===== src/rtl/inq_pkg.sv =====
package inq_pkg;
    localparam int DEF_FIELD_W = 8;
    localparam int DEF_SAMPLES = 6;
    localparam int DEF_SYNC    = 2;

    typedef enum logic [1:0] {
        DEC_HOLD = 2'd0,
        DEC_SET  = 2'd1,
        DEC_CLR  = 2'd2
    } dec_e;
endpackage


===== src/rtl/inq_sync.sv =====
module inq_sync #(
    parameter int STAGES = 2
) (
    input  logic clk,
    input  logic rst,
    input  logic din,
    output logic dout
);
    typedef struct packed {
        logic [STAGES-1:0] chain;
    } sync_t;

    sync_t st_q, st_d;

    always_comb begin
        st_d = st_q;
        st_d.chain = {st_q.chain[STAGES-2:0], din};
        if (rst) begin
            st_d.chain = '0;
        end
    end

    always_ff @(posedge clk) begin
        st_q <= st_d;
    end

    assign dout = st_q.chain[STAGES-1];
endmodule


===== src/rtl/inq_prescaler.sv =====
module inq_prescaler #(
    parameter int FIELD_W = 8
) (
    input  logic               clk,
    input  logic               rst,
    input  logic [FIELD_W-1:0] period_sel,
    output logic               tick,
    output logic               bypass
);
    localparam int CNT_W = FIELD_W + 1;

    typedef struct packed {
        logic [FIELD_W-1:0] field;
        logic [CNT_W-1:0]   cnt;
    } pre_t;

    pre_t             st_q, st_d;
    logic [CNT_W-1:0] span;
    logic             chg;

    always_comb begin
        span   = {period_sel, 1'b0};
        bypass = (period_sel == '0);
        chg    = (period_sel != st_q.field);
        tick   = 1'b0;
        st_d       = st_q;
        st_d.field = period_sel;
        if (chg || bypass) begin
            st_d.cnt = '0;
        end else if (st_q.cnt == span - 1'b1) begin
            st_d.cnt = '0;
            tick     = 1'b1;
        end else begin
            st_d.cnt = st_q.cnt + 1'b1;
        end
        if (rst) begin
            st_d.field = '0;
            st_d.cnt   = '0;
            tick       = 1'b0;
        end
    end

    always_ff @(posedge clk) begin
        st_q <= st_d;
    end

    AST_CNT_IN_SPAN: assert property (@(posedge clk) disable iff (rst)
        (!chg && !bypass) |-> (st_q.cnt < span));

    AST_TICK_GAP: assert property (@(posedge clk) disable iff (rst)
        tick |=> !tick);

    AST_RESTART_CLEARS: assert property (@(posedge clk) disable iff (rst)
        chg |=> ((st_q.cnt == '0) && !tick));
endmodule


===== src/rtl/inq_history.sv =====
module inq_history
    import inq_pkg::*;
#(
    parameter int SAMPLES = 6
) (
    input  logic clk,
    input  logic rst,
    input  logic bypass,
    input  logic tick,
    input  logic sample,
    output logic qual
);
    typedef struct packed {
        logic [SAMPLES-1:0] hist;
        logic               qual;
    } hist_t;

    hist_t              st_q, st_d;
    logic [SAMPLES-1:0] window;
    dec_e               dec;

    always_comb begin
        window = {st_q.hist[SAMPLES-2:0], sample};
        if (&window) begin
            dec = DEC_SET;
        end else if (window == '0) begin
            dec = DEC_CLR;
        end else begin
            dec = DEC_HOLD;
        end

        st_d = st_q;
        if (bypass) begin
            st_d.qual = sample;
        end else if (tick) begin
            st_d.hist = window;
            case (dec)
                DEC_SET: st_d.qual = 1'b1;
                DEC_CLR: st_d.qual = 1'b0;
                default: st_d.qual = st_q.qual;
            endcase
        end
        if (rst) begin
            st_d.hist = '0;
            st_d.qual = 1'b0;
        end
    end

    always_ff @(posedge clk) begin
        st_q <= st_d;
    end

    assign qual = st_q.qual;

    AST_RISE_ALL_ONES: assert property (@(posedge clk) disable iff (rst)
        ($rose(st_q.qual) && !$past(bypass)) |-> (&st_q.hist));

    AST_FALL_ALL_ZEROS: assert property (@(posedge clk) disable iff (rst)
        ($fell(st_q.qual) && !$past(bypass)) |-> (st_q.hist == '0));

    AST_HOLD_BETWEEN_SAMPLES: assert property (@(posedge clk) disable iff (rst)
        (!bypass && !tick) |=> $stable(st_q.qual));
endmodule


===== src/rtl/input_qualifier.sv =====
module input_qualifier
    import inq_pkg::*;
#(
    parameter int FIELD_W = DEF_FIELD_W,
    parameter int SAMPLES = DEF_SAMPLES,
    parameter int SYNC    = DEF_SYNC
) (
    input  logic               clk,
    input  logic               rst,
    input  logic               async_in,
    input  logic [FIELD_W-1:0] period_sel,
    output logic               qual_out
);
    logic synced;
    logic tick;
    logic bypass;

    inq_sync #(.STAGES(SYNC)) sync_i (
        .clk  (clk),
        .rst  (rst),
        .din  (async_in),
        .dout (synced)
    );

    inq_prescaler #(.FIELD_W(FIELD_W)) pre_i (
        .clk        (clk),
        .rst        (rst),
        .period_sel (period_sel),
        .tick       (tick),
        .bypass     (bypass)
    );

    inq_history #(.SAMPLES(SAMPLES)) hist_i (
        .clk    (clk),
        .rst    (rst),
        .bypass (bypass),
        .tick   (tick),
        .sample (synced),
        .qual   (qual_out)
    );

    AST_RESET_LOW: assert property (@(posedge clk)
        rst |=> !qual_out);
endmodule


===== config.mk =====
export PLATFORM = sky130hd
export DESIGN_NAME = input_qualifier
export DESIGN_NICKNAME = d
export VERILOG_FILES = /design/src/rtl/inq_pkg.sv /design/src/rtl/inq_sync.sv /design/src/rtl/inq_prescaler.sv /design/src/rtl/inq_history.sv /design/src/rtl/input_qualifier.sv
export SDC_FILE = /design/constraint.sdc
export NUM_CORES = 1
export LEC_CHECK = 0
export BUFFER_PORTS_ARGS = -buffer_cell sky130_fd_sc_hd__buf_2
export CAP_MARGIN = 20
export CORE_UTILIZATION = 45
export CTS_CLUSTER_SIZE = 12
export DETAILED_ROUTE_END_ITERATION = 7
export PLACE_DENSITY = 0.69
export SETUP_SLACK_MARGIN = 0.5
export SYNTH_ARGS = -nofsm -noshare
export SYNTH_HDL_FRONTEND = slang
export SYNTH_HIERARCHICAL = 1
export SYNTH_SLANG_ARGS = --single-unit

===== constraint.sdc =====
create_clock -name clk -period 7.65 [get_ports clk]
set_clock_uncertainty 0.2 [all_clocks]
set_input_delay 1.53 -clock clk [delete_from_list [all_inputs] [get_ports clk]]
set_output_delay 1.53 -clock clk [all_outputs]
set_load 0.01 [all_outputs]

==> impl_results.md <==
- Hold worst-path end: sync_i/st_q[1]
- Net Count, Synth: 150
- GRT Util Overall: 16.6%
- R2r setup slk: 4.82 ns
- Most used cell along the critical path: nor2b_1
- RR Endpoint: hist_i/st_q[3]
- Post-DP HPWL: around 1800 µm
- I/O pins: 12
- Post-synthesis register bit count: 25
- Slowest library cell on the worst path: nor2b_1
- Synth warn: 6
- Routed len/inst: between 10 and 15 µm
- Core area: 2760 µm²
- Post-cts sizing count: 0
- Post-Layout Cell Count: 176
- Top cell type by total area after synthesis: dfxtp_1
- Iteration-0 DRC Markers: 14
- Num rows: 19
- Setup Fix Bufs, Post-CTS: 0
- Root buf cell: clkbuf_4
- Starting density of the core: 47.2%
- Hold path start: sync_i/st_q[0]
- Vias per inst: 5.41
- Syn Area/Cell: 9.58 µm²
- CTS buffer count: 3
- Buf+Inv Stages, Crit Path: 2
- # nets final: 160
- Synth area leaders: dfxtp_1 (38%), xnor2_1 (8.7%), xor2_1 (7.4%)
- Final min period: 4.13 ns
- Drt pass-1 iters: 4
- Worst slew pin tran: 0.506 ns
- Total power: 215 µW
- Die W: about 56 µm
- Slowest stage delay, CP: 0.46 ns
- Number of global-route vias before repair: 935
- Die Area: 3110 µm²
- Worst skew pair latency: roughly 0.31 ns
- Initial antenna violation count: 0
- Largest net degree at the start of global routing: 18
- Netlist Area Pre-Place: roughly 1300 µm²
- Cts hold-fix bufs: 0
- Status: finished clean
- Most frequent cells in the layout: dfxtp_1 (25), xnor2_1 (13), nor2_1 (12), buf_2 (11), xor2_1 (11)
- Final Routed Wirelength: roughly 2300 µm
- CTS tree: done
- Cell area power density: roughly 150 nW/µm²
- GP Congestion: between 0.7 and 0.8
- Slew Limit Fails: 0
- CP Data Required Time: ~7.7 ns
- CTS H-tree lvls: 1
- Final worst path period share: 54.0%
- # DRC: 0
- Area share of the largest cell type after synthesis: 38.4%
- Rel. slew slack: 66.2%
- Via count: 953
- Layout cell share with drive strength beyond 1: between 10% and 20%
- Critical path, cell by cell: buf_2 > inv_1 > ha_1 > nor3b_1 > xnor2_1 > or3_1 > a211oi_4 > nor2b_1 > nor2b_1 > mux2i_1 > nor2_1
- Clock buffer depth: 2
- Clk pin slew, worst setup/hold paths: between 0.1 and 0.15 ns
- Post-synthesis cell type count: 35
- Crit path launch type: primary input
- First-pass GRT wire length: 4100 µm
- Max Fclk: 0.242 GHz
- Most common cell after layout, fill and taps aside: dfxtp_1
- Hold WC Path Type: reg -> reg
- Mapped Cells: between 100 and 150
- R2R depth: 8
- Worst Path Arrival: ~4.1 ns
- Sequential fraction of the synthesis area: 38.4%
- CP Capture Type: flop
- Maximum vdd drop: between 100 and 150 µV
- Prevailing post-synth register cell: dfxtp_1
- # setup viols final: 0
- Die H: 55.8 µm
- Number of synthesized flops with an enable pin: 0
- Hold Path Depth: 1
- Post-synth ARST share: 0%
- CP delay by family, top: simple AND/OR/NAND/NOR gates
- Grt total ovfl: 0
- RSZ-0062 raised after global routing: false
- MaxCap Viol Count: 0
- R2R Path Start: pre_i/st_q[3]
- Fin. Hold Viols: 0
- LEAKAGE: a little under 0.0005 µW
- Routed Antenna Nets: 0
- Placed Cells: 172
- # port buffers: 11
- Area growth from synthesis to layout: 6.63%
- Setup TNS: 0 ns
- Antenna cells: 0
- # clock sinks: 25
- Fin util: between 50% and 60%
- CP Class: in -> reg
- CP max FO: 9
-- cells by family after synthesis --
group	Yosys count	synth area share, %
flops	25	38.4
mux	5	3.84
xor+xnor	25	17.9
buf+inv	10	3.84
compound gates	12	7.59
fa+ha+maj	3	2.88
simple gates	56	25.6
-- worst register-to-register path: cells and delay by family, from the launching register on --
| kind | cells | cell delay (ns) |
|---|---|---|
| mux | 1 | 0.25 |
| compound gates | 1 | 0.36 |
| flops | 1 | 0.37 |
| xor+xnor | 1 | 0.37 |
| simple gates | 5 | 1.18 |
-- worst max-delay path by stage --
stage                              from        endpoint  cells after the start
after floorplan           period_sel[0]  hist_i/st_q[1]                     12
after global placement    period_sel[0]  hist_i/st_q[1]                     11
after detailed placement  period_sel[1]  hist_i/st_q[4]                     11
after CTS                 period_sel[1]  hist_i/st_q[4]                     11
after global routing      period_sel[1]  hist_i/st_q[3]                     11
final                     period_sel[1]  hist_i/st_q[3]                     11
-- flip-flops by register name, indices dropped and copies added, names as in the netlist --
register and count:
hist_i/st_q 5, hist_i/qual 1, sync_i/st_q 2, pre_i/st_q 17
-- synthesized netlist by cell type, drive strengths merged, types with 4 or more instances --
cell type	count
nor2	12
xor2	11
xnor2	13
nand2	4
nand3	6
mux2i	5
nor3	10
inv	4
dfxtp	25
nor2b	9
-- area by class of cell --
class                   count  area, µm²
clock buffers               3       22.5
multi-input cells         101        752
well taps                  31       38.8
inverters                   4       15.0
fillers                   266       1370
clock inverters             1       5.00
repair buffers             11       55.1
flip-flops and latches     25        500
-- metrics by stage --
step / instance area, µm² / hold slack (ns) / worst slack, ns
2_1_floorplan: 1300 / 0.214 / 3.55
3_3_place_gp: 1360 / 0.220 / 3.21
3_5_place_dp: 1360 / 0.226 / 3.16
4_1_cts: 1390 / 0.257 / 3.51
5_1_grt: 1390 / 0.283 / 3.27
6_report: 1390 / 0.255 / 3.52
-- power by group --
group	leakage [µW]	switching, µW	internal [µW]
logic	0.000267	12.7	9.96
registers	0.000204	1.22	133
clock network	0.0000177	38.6	19.6
total	0.000489	52.5	162
-- per-layer routing --
layer / wire length, µm / part of all wire, % / track usage (%)
met1: 1110 / 48 / 22.2
met2: 1080 / 47 / 27.2
met3: 102 / 4.4 / 2.33
met4: 17 / 0.74 / 6.43
met5: 0 / 0 / 0
Power figures use the tool's default switching activity.
